`config.mk`:
```
export PLATFORM = sky130hd
export DESIGN_NAME = gpio_mux_bank
export DESIGN_NICKNAME = d
export VERILOG_FILES = /design/src/rtl/gpio_bank_pkg.sv /design/src/rtl/gpio_attr_reg.sv /design/src/rtl/gpio_in_sync.sv /design/src/rtl/gpio_pad_mux.sv /design/src/rtl/gpio_mux_bank.sv
export SDC_FILE = /design/constraint.sdc
export NUM_CORES = 1
export LEC_CHECK = 0
export CORE_MARGIN = 1.5
export CORE_UTILIZATION = 26
export CTS_CLUSTER_DIAMETER = 50
export DETAILED_ROUTE_END_ITERATION = 12
export RECOVER_POWER = 100
export SLEW_MARGIN = 0
export SYNTH_ARGS = -nofsm -noshare
export SYNTH_HDL_FRONTEND = slang
export SYNTH_HIERARCHICAL = 1
export SYNTH_SLANG_ARGS = --single-unit
```
`constraint.sdc`:
```
create_clock -name clk -period 2.04 [get_ports clk]
set_input_delay 0.408 -clock clk [delete_from_list [all_inputs] [get_ports clk]]
set_output_delay 0.408 -clock clk [all_outputs]
set_load 0.05 [all_outputs]
```
`src/rtl/gpio_bank_pkg.sv`:
```
package gpio_bank_pkg;
    localparam int ATTR_N     = 6;
    localparam int A_OWN      = 0;
    localparam int A_OE       = 1;
    localparam int A_DATA     = 2;
    localparam int A_PU       = 3;
    localparam int A_PD       = 4;
    localparam int A_MD       = 5;
    localparam int ADDR_SEL0  = 18;
    localparam int ADDR_SEL1  = 19;
    localparam int ADDR_STOFF = 20;
    localparam int ADDR_LEVEL = 21;
    localparam int FUNC_N     = 4;

    function automatic int set_addr(int k);
        return 3 * k;
    endfunction
    function automatic int clr_addr(int k);
        return 3 * k + 1;
    endfunction
    function automatic int stat_addr(int k);
        return 3 * k + 2;
    endfunction
endpackage

```
`src/rtl/gpio_attr_reg.sv`:
```
module gpio_attr_reg #(
    parameter int NPINS    = 32,
    parameter bit RST_ONES = 1'b0
) (
    input  logic             clk,
    input  logic             rst_n,
    input  logic             set_stb,
    input  logic             clr_stb,
    input  logic [NPINS-1:0] wdata,
    output logic [NPINS-1:0] val_q
);
    logic [NPINS-1:0] val_d;

    always_comb begin
        val_d = val_q;
        if (set_stb) val_d = val_q | wdata;
        if (clr_stb) val_d = val_q & ~wdata;
    end

    always_ff @(posedge clk or negedge rst_n) begin
        if (!rst_n) val_q <= {NPINS{RST_ONES}};
        else        val_q <= val_d;
    end

    p_set_takes_r2: assert property (@(posedge clk) disable iff (!rst_n)
        set_stb |=> ((val_q & $past(wdata)) == $past(wdata)));
    p_clr_takes_r3: assert property (@(posedge clk) disable iff (!rst_n)
        clr_stb |=> ((val_q & $past(wdata)) == '0));
    p_zero_bits_keep_r3: assert property (@(posedge clk) disable iff (!rst_n)
        (set_stb || clr_stb) |=> ((val_q & ~$past(wdata)) == ($past(val_q) & ~$past(wdata))));
    p_idle_hold_r4: assert property (@(posedge clk) disable iff (!rst_n)
        (!set_stb && !clr_stb) |=> $stable(val_q));
endmodule

```
`src/rtl/gpio_in_sync.sv`:
```
module gpio_in_sync #(
    parameter int NPINS = 32
) (
    input  logic             clk,
    input  logic             rst_n,
    input  logic [NPINS-1:0] pad_in,
    output logic [NPINS-1:0] level_q
);
    typedef struct packed {
        logic [NPINS-1:0] s1;
        logic [NPINS-1:0] s2;
    } sync_t;

    sync_t sync_d, sync_q;

    always_comb begin
        sync_d.s1 = pad_in;
        sync_d.s2 = sync_q.s1;
    end

    always_ff @(posedge clk or negedge rst_n) begin
        if (!rst_n) sync_q <= '0;
        else        sync_q <= sync_d;
    end

    assign level_q = sync_q.s2;

    // Warm-up counter used only to qualify the latency check below.
    logic [1:0] warm_q;
    always_ff @(posedge clk or negedge rst_n) begin
        if (!rst_n)            warm_q <= 2'd0;
        else if (warm_q != 2'd2) warm_q <= warm_q + 2'd1;
    end

    p_two_edge_latency_r11: assert property (@(posedge clk) disable iff (!rst_n)
        (warm_q == 2'd2) |-> (level_q == $past(pad_in, 2)));
endmodule

```
`src/rtl/gpio_pad_mux.sv`:
```
module gpio_pad_mux
    import gpio_bank_pkg::*;
#(
    parameter int NPINS = 32
) (
    input  logic [NPINS-1:0]        own,
    input  logic [NPINS-1:0]        oe,
    input  logic [NPINS-1:0]        data,
    input  logic [NPINS-1:0]        pu,
    input  logic [NPINS-1:0]        pd,
    input  logic [NPINS-1:0]        md,
    input  logic [NPINS-1:0]        sel0,
    input  logic [NPINS-1:0]        sel1,
    input  logic [FUNC_N*NPINS-1:0] periph_out,
    input  logic [FUNC_N*NPINS-1:0] periph_oe,
    output logic [NPINS-1:0]        pad_out,
    output logic [NPINS-1:0]        pad_oe,
    output logic [NPINS-1:0]        pad_pu,
    output logic [NPINS-1:0]        pad_pd
);
    for (genvar i = 0; i < NPINS; i++) begin : g_pin
        logic [1:0] fsel;
        logic       pv;
        logic       pe;
        logic       drv_val;
        logic       drv_en;
        assign fsel    = {sel1[i], sel0[i]};
        assign pv      = periph_out[int'(fsel) * NPINS + i];
        assign pe      = periph_oe[int'(fsel) * NPINS + i];
        assign drv_val = own[i] ? data[i] : pv;
        assign drv_en  = own[i] ? oe[i]   : pe;
        assign pad_out[i] = drv_val & ~md[i];
        assign pad_oe[i]  = drv_en & ~(md[i] & drv_val);
    end

    assign pad_pu = pu;
    assign pad_pd = pd & ~pu;
endmodule

```
`src/rtl/gpio_mux_bank.sv`:
```
module gpio_mux_bank
    import gpio_bank_pkg::*;
#(
    parameter int NPINS  = 32,
    parameter int ADDR_W = 5
) (
    input  logic                    clk,
    input  logic                    rst_n,
    input  logic                    bus_wr,
    input  logic [ADDR_W-1:0]       bus_addr,
    input  logic [NPINS-1:0]        bus_wdata,
    output logic [NPINS-1:0]        bus_rdata,
    input  logic [NPINS-1:0]        pad_in,
    input  logic [FUNC_N*NPINS-1:0] periph_out,
    input  logic [FUNC_N*NPINS-1:0] periph_oe,
    output logic [NPINS-1:0]        pad_out,
    output logic [NPINS-1:0]        pad_oe,
    output logic [NPINS-1:0]        pad_pu,
    output logic [NPINS-1:0]        pad_pd,
    output logic [NPINS-1:0]        pad_st_off
);
    typedef struct packed {
        logic [NPINS-1:0] sel0;
        logic [NPINS-1:0] sel1;
        logic [NPINS-1:0] stoff;
    } rw_t;

    logic [NPINS-1:0] attr_q [ATTR_N];
    logic [NPINS-1:0] level_q;
    rw_t              rw_d, rw_q;

    for (genvar k = 0; k < ATTR_N; k++) begin : g_attr
        gpio_attr_reg #(
            .NPINS   (NPINS),
            .RST_ONES(k == A_OWN)
        ) u_attr (
            .clk    (clk),
            .rst_n  (rst_n),
            .set_stb(bus_wr && (bus_addr == ADDR_W'(set_addr(k)))),
            .clr_stb(bus_wr && (bus_addr == ADDR_W'(clr_addr(k)))),
            .wdata  (bus_wdata),
            .val_q  (attr_q[k])
        );
    end

    always_comb begin
        rw_d = rw_q;
        if (bus_wr) begin
            if (bus_addr == ADDR_W'(ADDR_SEL0))  rw_d.sel0  = bus_wdata;
            if (bus_addr == ADDR_W'(ADDR_SEL1))  rw_d.sel1  = bus_wdata;
            if (bus_addr == ADDR_W'(ADDR_STOFF)) rw_d.stoff = bus_wdata;
        end
    end

    always_ff @(posedge clk or negedge rst_n) begin
        if (!rst_n) rw_q <= '0;
        else        rw_q <= rw_d;
    end

    always_comb begin
        bus_rdata = '0;
        for (int k = 0; k < ATTR_N; k++) begin
            if (bus_addr == ADDR_W'(stat_addr(k))) bus_rdata = attr_q[k];
        end
        if (bus_addr == ADDR_W'(ADDR_SEL0))  bus_rdata = rw_q.sel0;
        if (bus_addr == ADDR_W'(ADDR_SEL1))  bus_rdata = rw_q.sel1;
        if (bus_addr == ADDR_W'(ADDR_STOFF)) bus_rdata = rw_q.stoff;
        if (bus_addr == ADDR_W'(ADDR_LEVEL)) bus_rdata = level_q;
    end

    gpio_in_sync #(.NPINS(NPINS)) u_sync (
        .clk    (clk),
        .rst_n  (rst_n),
        .pad_in (pad_in),
        .level_q(level_q)
    );

    gpio_pad_mux #(.NPINS(NPINS)) u_mux (
        .own       (attr_q[A_OWN]),
        .oe        (attr_q[A_OE]),
        .data      (attr_q[A_DATA]),
        .pu        (attr_q[A_PU]),
        .pd        (attr_q[A_PD]),
        .md        (attr_q[A_MD]),
        .sel0      (rw_q.sel0),
        .sel1      (rw_q.sel1),
        .periph_out(periph_out),
        .periph_oe (periph_oe),
        .pad_out   (pad_out),
        .pad_oe    (pad_oe),
        .pad_pu    (pad_pu),
        .pad_pd    (pad_pd)
    );

    assign pad_st_off = rw_q.stoff;

    p_no_high_drive_r8: assert property (@(posedge clk) disable iff (!rst_n)
        ((pad_oe & pad_out & attr_q[A_MD]) == '0));
    p_owned_drive_r6: assert property (@(posedge clk) disable iff (!rst_n)
        (((pad_oe ^ attr_q[A_OE]) | (pad_out ^ attr_q[A_DATA])) & attr_q[A_OWN] & ~attr_q[A_MD]) == '0);
    p_pulls_exclusive_r9: assert property (@(posedge clk) disable iff (!rst_n)
        ((pad_pu & pad_pd) == '0));
    p_status_write_ignored_r4: assert property (@(posedge clk) disable iff (!rst_n)
        (bus_wr && bus_addr == ADDR_W'(ADDR_LEVEL)) |=> $stable(rw_q));
endmodule

```
Word-level counts from Yosys, hierarchy flattened. Index checks and enable logic that the tools add are counted.

Register bits after elaboration: 352. Input port bits: 328. Output and inout bits: 192. Word-level logic and storage cells: 568.

Add/subtract/negate cells: 31. Order comparisons: 32. Equality and inequality tests: 21. Muxes and demuxes: 276. Bitwise logic cells: 175. Reduce and logical (&&, ||, !) cells: 22.

Operators with widths (count): < comparator 32 x 9 -> 1 bit (second input constant) (30); two-way mux 32 bit (22); binary-select mux 1 bit (select 7 bit) (62); bitwise AND 32 bit (7); OR 32 bit (6); two-way mux 1 bit (190); adder 7 x 5 -> 8 bit (second input constant) (16); bitwise AND 1 bit (96); adder 7 x 4 -> 8 bit (second input constant) (8); inverter 1 bit (64); inverter 32 bit (2); equality test 5 x 4 -> 1 bit (second input constant) (8); adder 7 x 3 -> 8 bit (second input constant) (4); equality test 5 bit (second input constant) (6); equality test 5 x 3 -> 1 bit (second input constant) (4); adder 7 x 2 -> 8 bit (second input constant) (2); logical AND 1 bit (12); nonzero test 2 bit (6); equality test 5 x 2 -> 1 bit (second input constant) (2); adder 7 x 1 -> 8 bit (second input constant) (1); < comparator 7 x 8 -> 1 bit (second input constant) (1); < comparator 8 bit (second input constant) (1); AND reduction 2 bit (3); equality test 5 x 1 -> 1 bit (second input constant) (1); 2 further kinds (3).

Longest topological paths before layout.
Depth after elaboration: 11. Depth in mapped cells: 9. Depth with buffers taken out: 5.

Cells and area by module. Netlist, hierarchy kept.

By module, submodules not included: gpio_mux_bank (times used 1, cells each 834, area an instance 7284.5 um^2, seq. area each 2402.3 um^2); gpio_attr_reg at g_attr[1].u_attr ... (times used 5, cells each 102, area an instance 1169.9 um^2, seq. area each 800.8 um^2); gpio_pad_mux (times used 1, cells each 542, area an instance 3883.7 um^2, seq. area each 0.0 um^2); gpio_in_sync (times used 1, cells each 64, area an instance 1601.5 um^2, seq. area each 1601.5 um^2); gpio_attr_reg at g_attr[0].u_attr (times used 1, cells each 102, area an instance 1209.9 um^2, seq. area each 840.8 um^2).

Least setup slack after synthesis. No wires, ideal clock.

Path type: register to output. Start: reg rw_q[78] in the netlist's numbering. End: out pad_oe[14]. Data arrival time: 3.185 ns. Required time: 1.632 ns. Setup slack: -1.553 ns. Cell stages (with the launch flop): 4. Path buffers: 0. Path through: dfrtp_1 -> mux2i_1 -> a222oi_1 -> a2111oi_0.

Word-level cells in the longest chain between the ends: 8. Elaborated cells on any way between the ends: 12. Those cells by class: add/sub: 1; mux: 8; bitwise: 3.

RTL lines: start: declaration (line gpio_mux_bank.sv:30) `rw_t rw_d, rw_q;`; start signal: assignment (line gpio_mux_bank.sv:57) `else rw_q <= rw_d;`; adder 7 x 4 -> 8 bit * (line gpio_pad_mux.sv:28, gpio_pad_mux.sv:29); binary-select mux 1 bit (select 7 bit) (line gpio_pad_mux.sv:28) `assign pv = periph_out[int'(fsel) * NPINS + i];`; two-way mux 1 bit (not written as such) (2 in a row) (line gpio_pad_mux.sv:28); two-way mux 1 bit (line gpio_pad_mux.sv:30) `assign drv_val = own[i] ? data[i] : pv;`; bitwise AND 1 bit (line gpio_pad_mux.sv:33) `assign pad_oe[i] = drv_en & ~(md[i] & drv_val);`; inverter 1 bit (line gpio_pad_mux.sv:33); bitwise AND 1 bit * (line gpio_pad_mux.sv:33); end: declaration (line gpio_mux_bank.sv:17) `output logic [NPINS-1:0] pad_oe,`.

Every way passes the cells marked *; elsewhere a longest branch is shown, timed or not. The select of a mux whose other input is x is not followed.

Worst setup path after layout.
Start: in bus_addr[4]. End: out bus_rdata[17].

Word-level cells in the longest chain between the ends: 11. Elaborated cells on any way between the ends: 20. Those cells by class: eq/ne: 10; mux: 10.

RTL lines: start: declaration (line gpio_mux_bank.sv:10) `input logic [ADDR_W-1:0] bus_addr,`; equality test 5 x 2 -> 1 bit (line gpio_mux_bank.sv:63) `if (bus_addr == ADDR_W'(stat_addr(k))) bus_rdata = attr_q[k];`; two-way mux 32 bit (6 in a row) (line gpio_mux_bank.sv:63); two-way mux 32 bit (line gpio_mux_bank.sv:65) `if (bus_addr == ADDR_W'(ADDR_SEL0)) bus_rdata = rw_q.sel0;`; two-way mux 32 bit (line gpio_mux_bank.sv:66) `if (bus_addr == ADDR_W'(ADDR_SEL1)) bus_rdata = rw_q.sel1;`; two-way mux 32 bit (line gpio_mux_bank.sv:67) `if (bus_addr == ADDR_W'(ADDR_STOFF)) bus_rdata = rw_q.stoff;`; two-way mux 32 bit * (line gpio_mux_bank.sv:68) `if (bus_addr == ADDR_W'(ADDR_LEVEL)) bus_rdata = level_q;`; end: declaration (line gpio_mux_bank.sv:12) `output logic [NPINS-1:0] bus_rdata,`.

Every way passes the cells marked *; elsewhere a longest branch is shown, timed or not.

==> metrics.txt <==
DR vias 20,500; dpl hpwl 67,800 µm; Root Driver clkbuf_16; core box area 0.0757 mm²; design area 0.0328 mm²; slowest stage delay, CP 0.48 ns; Async SR Flop Fraction 100%; buffers added on ports 519; r2r setup slk 0.94 ns; Bufs on Longest Clock Path 3; number of synthesized flops with an enable pin 0; Worst Tran Pin Value 1.32 ns; CTS sink count 352; share of layout cells above drive strength 1 35.4%; first-pass GRT wire length 137,000 µm; H-tree Lvls 2; # nets final 3,101; Period minus WS final 2.74 ns; Reg clk slew, reported paths 0.06 ns; Netlist Area Pre-Place 0.0198 mm²; total track usage 23.7%; FILL cells 7,017; Final Hold Viols 0; Yosys cell types 56; Final Cycle Share 134%; remaining routing DRC violations 0; Initial Util 26.2%; vias per cell 5.41; fin. max-slew vios 0; critical path peak fanout 24; #FFs+latches synth 352; Cells after Synth 2,052; syn_area_per_cell 9.66 µm²; IO Count 520; final worst-path setup slack -0.699 ns; Max Clk Rate 365 MHz; per-cell routed wire length 25.7 µm; hold path start u_sync/sync_d[6]; worst setup path class input pin to output port; dpl cell area 0.0288 mm²; Skew-Pair Late Insertion Delay 0.57 ns; largest net degree at the start of global routing 67; area of the multi-input gates 0.0117 mm²; Clock Skews 0.0131 ns; Rows 101; Setup Slack @ Placement -0.993 ns; Die W 279 µm; Max Cap Violations 0; Primary FF master, synth dfrtp_1; total gr overflow 0; WP data required 1.63 ns; Synth Net Count 2,380; worst-path cell chain buf_6 > buf_6 > buf_6 > nor2_1 > clkbuf_4 > and2_2 > clkbuf_4 > nand2_1 > a21oi_4 > o21ai_4 > buf_12; RD Place Congestion 0.900; CP Data Arrival Time 2.33 ns; Syn. warnings 6; status complete, but fails checks; CP startpoint kind input pin; CTS buffer count 46; CTS tree done; hold path cells 0; register area share after synthesis 44.6%; RSZ-0062 raised after global routing yes; area grow syn2layout 65.3%; FF+latch area 0.00890 mm²; chip height 279 µm; TNS Setup -42.41 ns; initial drt markers 1,930; hold worst-path end u_sync/level_q[6]; violated checks negative setup slack; Min-Delay Path Class register to register; CP Capture Type output port; Lkg Pwr 13.6 nW; total power draw 31.1 mW; VDD IR max 0.595 mV; CP dominant cell by count buf_6; PwrDens 949 mW/mm²; via count of the first global-routing pass 20,600; Util after Layout 43.3%; DRT Wirelength 97,600 µm; CP max stage cell clkbuf_4; Final Setup Violations 227; R2R cell count 4; slew margin rel. 11.8%; initial antenna violation count 9; DRT antenna net count 0; Die Area 0.0779 mm²; DR pass1 iterations 6
==> cells by family (layout without fill, tap and decap cells) <==
kind of cell | Yosys count | after routing | synth area share [%]
AO/OA/AOI/OAI | 853 | 853 | 26.2
buffers and inverters | 239 | 998 | 6.85
flip-flops | 352 | 352 | 44.6
multiplexers | 225 | 225 | 12.0
other | 0 | 5 | 0
AND/OR/NAND/NOR | 383 | 383 | 10.3
==> per-layer routing <==
| layer | global-route usage, % | vias to the layer above | wire length, µm |
|---|---|---|---|
| met3 | 5.11 | 253 | 8420 |
| met2 | 37.9 | 1146 | 45600 |
| met5 | 0 | - | 23 |
| met4 | 11.7 | 4 | 4370 |
| li1 | - | 9004 | - |
| met1 | 30.3 | 10100 | 39200 |
==> worst max-delay path by stage <==
stage / start / to / slack, ns / cells past startpoint
global route: register / bus_rdata[27] / -0.76 / 6
detailed placement: bus_addr[4] / bus_rdata[26] / -0.99 / 8
finish: bus_addr[4] / bus_rdata[17] / -0.70 / 11
CTS: register / bus_rdata[27] / -0.63 / 6
global placement: bus_addr[4] / bus_rdata[28] / -1.01 / 8
floorplan: bus_addr[2] / bus_rdata[20] / -0.30 / 8
==> final cells by class <==
cell class | instances | share of cell area, %
Multi-Input combinational cell | 1461 | 35.6
Timing Repair Buffer | 858 | 27.9
Sequential cell | 352 | 27.2
Clock buffer | 65 | 4.14
Tap cell | 978 | 3.73
Clock inverter | 21 | 0.771
Inverter | 54 | 0.618
Antenna cell | 5 | 0.0382
==> through the flow <==
step           instances  hold WS (ns)
2_1_floorplan       2052         0.112
3_3_place_gp        3588         0.332
3_5_place_dp        3588         0.333
4_1_cts             3764         0.237
5_1_grt             3791         0.352
6_report            3794         0.343
==> Yosys cell counts, drive strengths merged, types with 5 or more instances <==
library cell  count  area share (%)
a21o              7            0.27
a21oi           502              13
a221oi           23             1.0
a22o             29             1.3
a22oi            66             2.5
and3              5            0.16
buf             141             5.0
clkbuf           44            0.83
dfrtp           320              40
dfstp            32             4.2
inv              54             1.0
mux2            103             5.8
mux2i           122             6.2
nand2            36            0.69
nand2b           43             1.4
nand3             5            0.13
nand3b            6            0.23
nor2            109             2.1
nor2b           128             4.0
nor3             33            0.83
nor3b             5            0.24
o2111ai           7            0.31
o21a              6            0.23
o21ai            84             2.1
o2bb2ai          68             3.0
o311a            28             1.4
==> critical path: cells and delay by family <==
family / cells / cell delay, ns
AOI/OAI and AO/OA: 2 / 0.31
buffers and inverters: 6 / 1.11
and+or+nand+nor: 3 / 0.47
==> report_power, final <==
part	internal [mW]	switching, mW
Clock	5.28	3.27
Combinational	5.39	7.03
Sequential	8.30	1.82
==> placed cells by master, fill, tap and decap left out, types with 54 or more instances in the layout <==
master           count
buf_4              204
mux2_2              56
nor2b_1            111
inv_1               54
clkdlybuf4s50_1    289
buf_12             127
clkbuf_2            80
dfrtp_1            276
buf_6               69
mux2i_1            121
nor2_1              88
a21oi_1            458
==> timing repair <==
item	4_1_cts	5_1_grt
endpoints found under the setup margin	161	96
pin swaps	91	83
cloned	7	4
hold buffers	1	0
buffers inserted	85	44
gates resized for setup	255	172
hold endpoints to repair	35	0
Power figures use the tool's default switching activity.
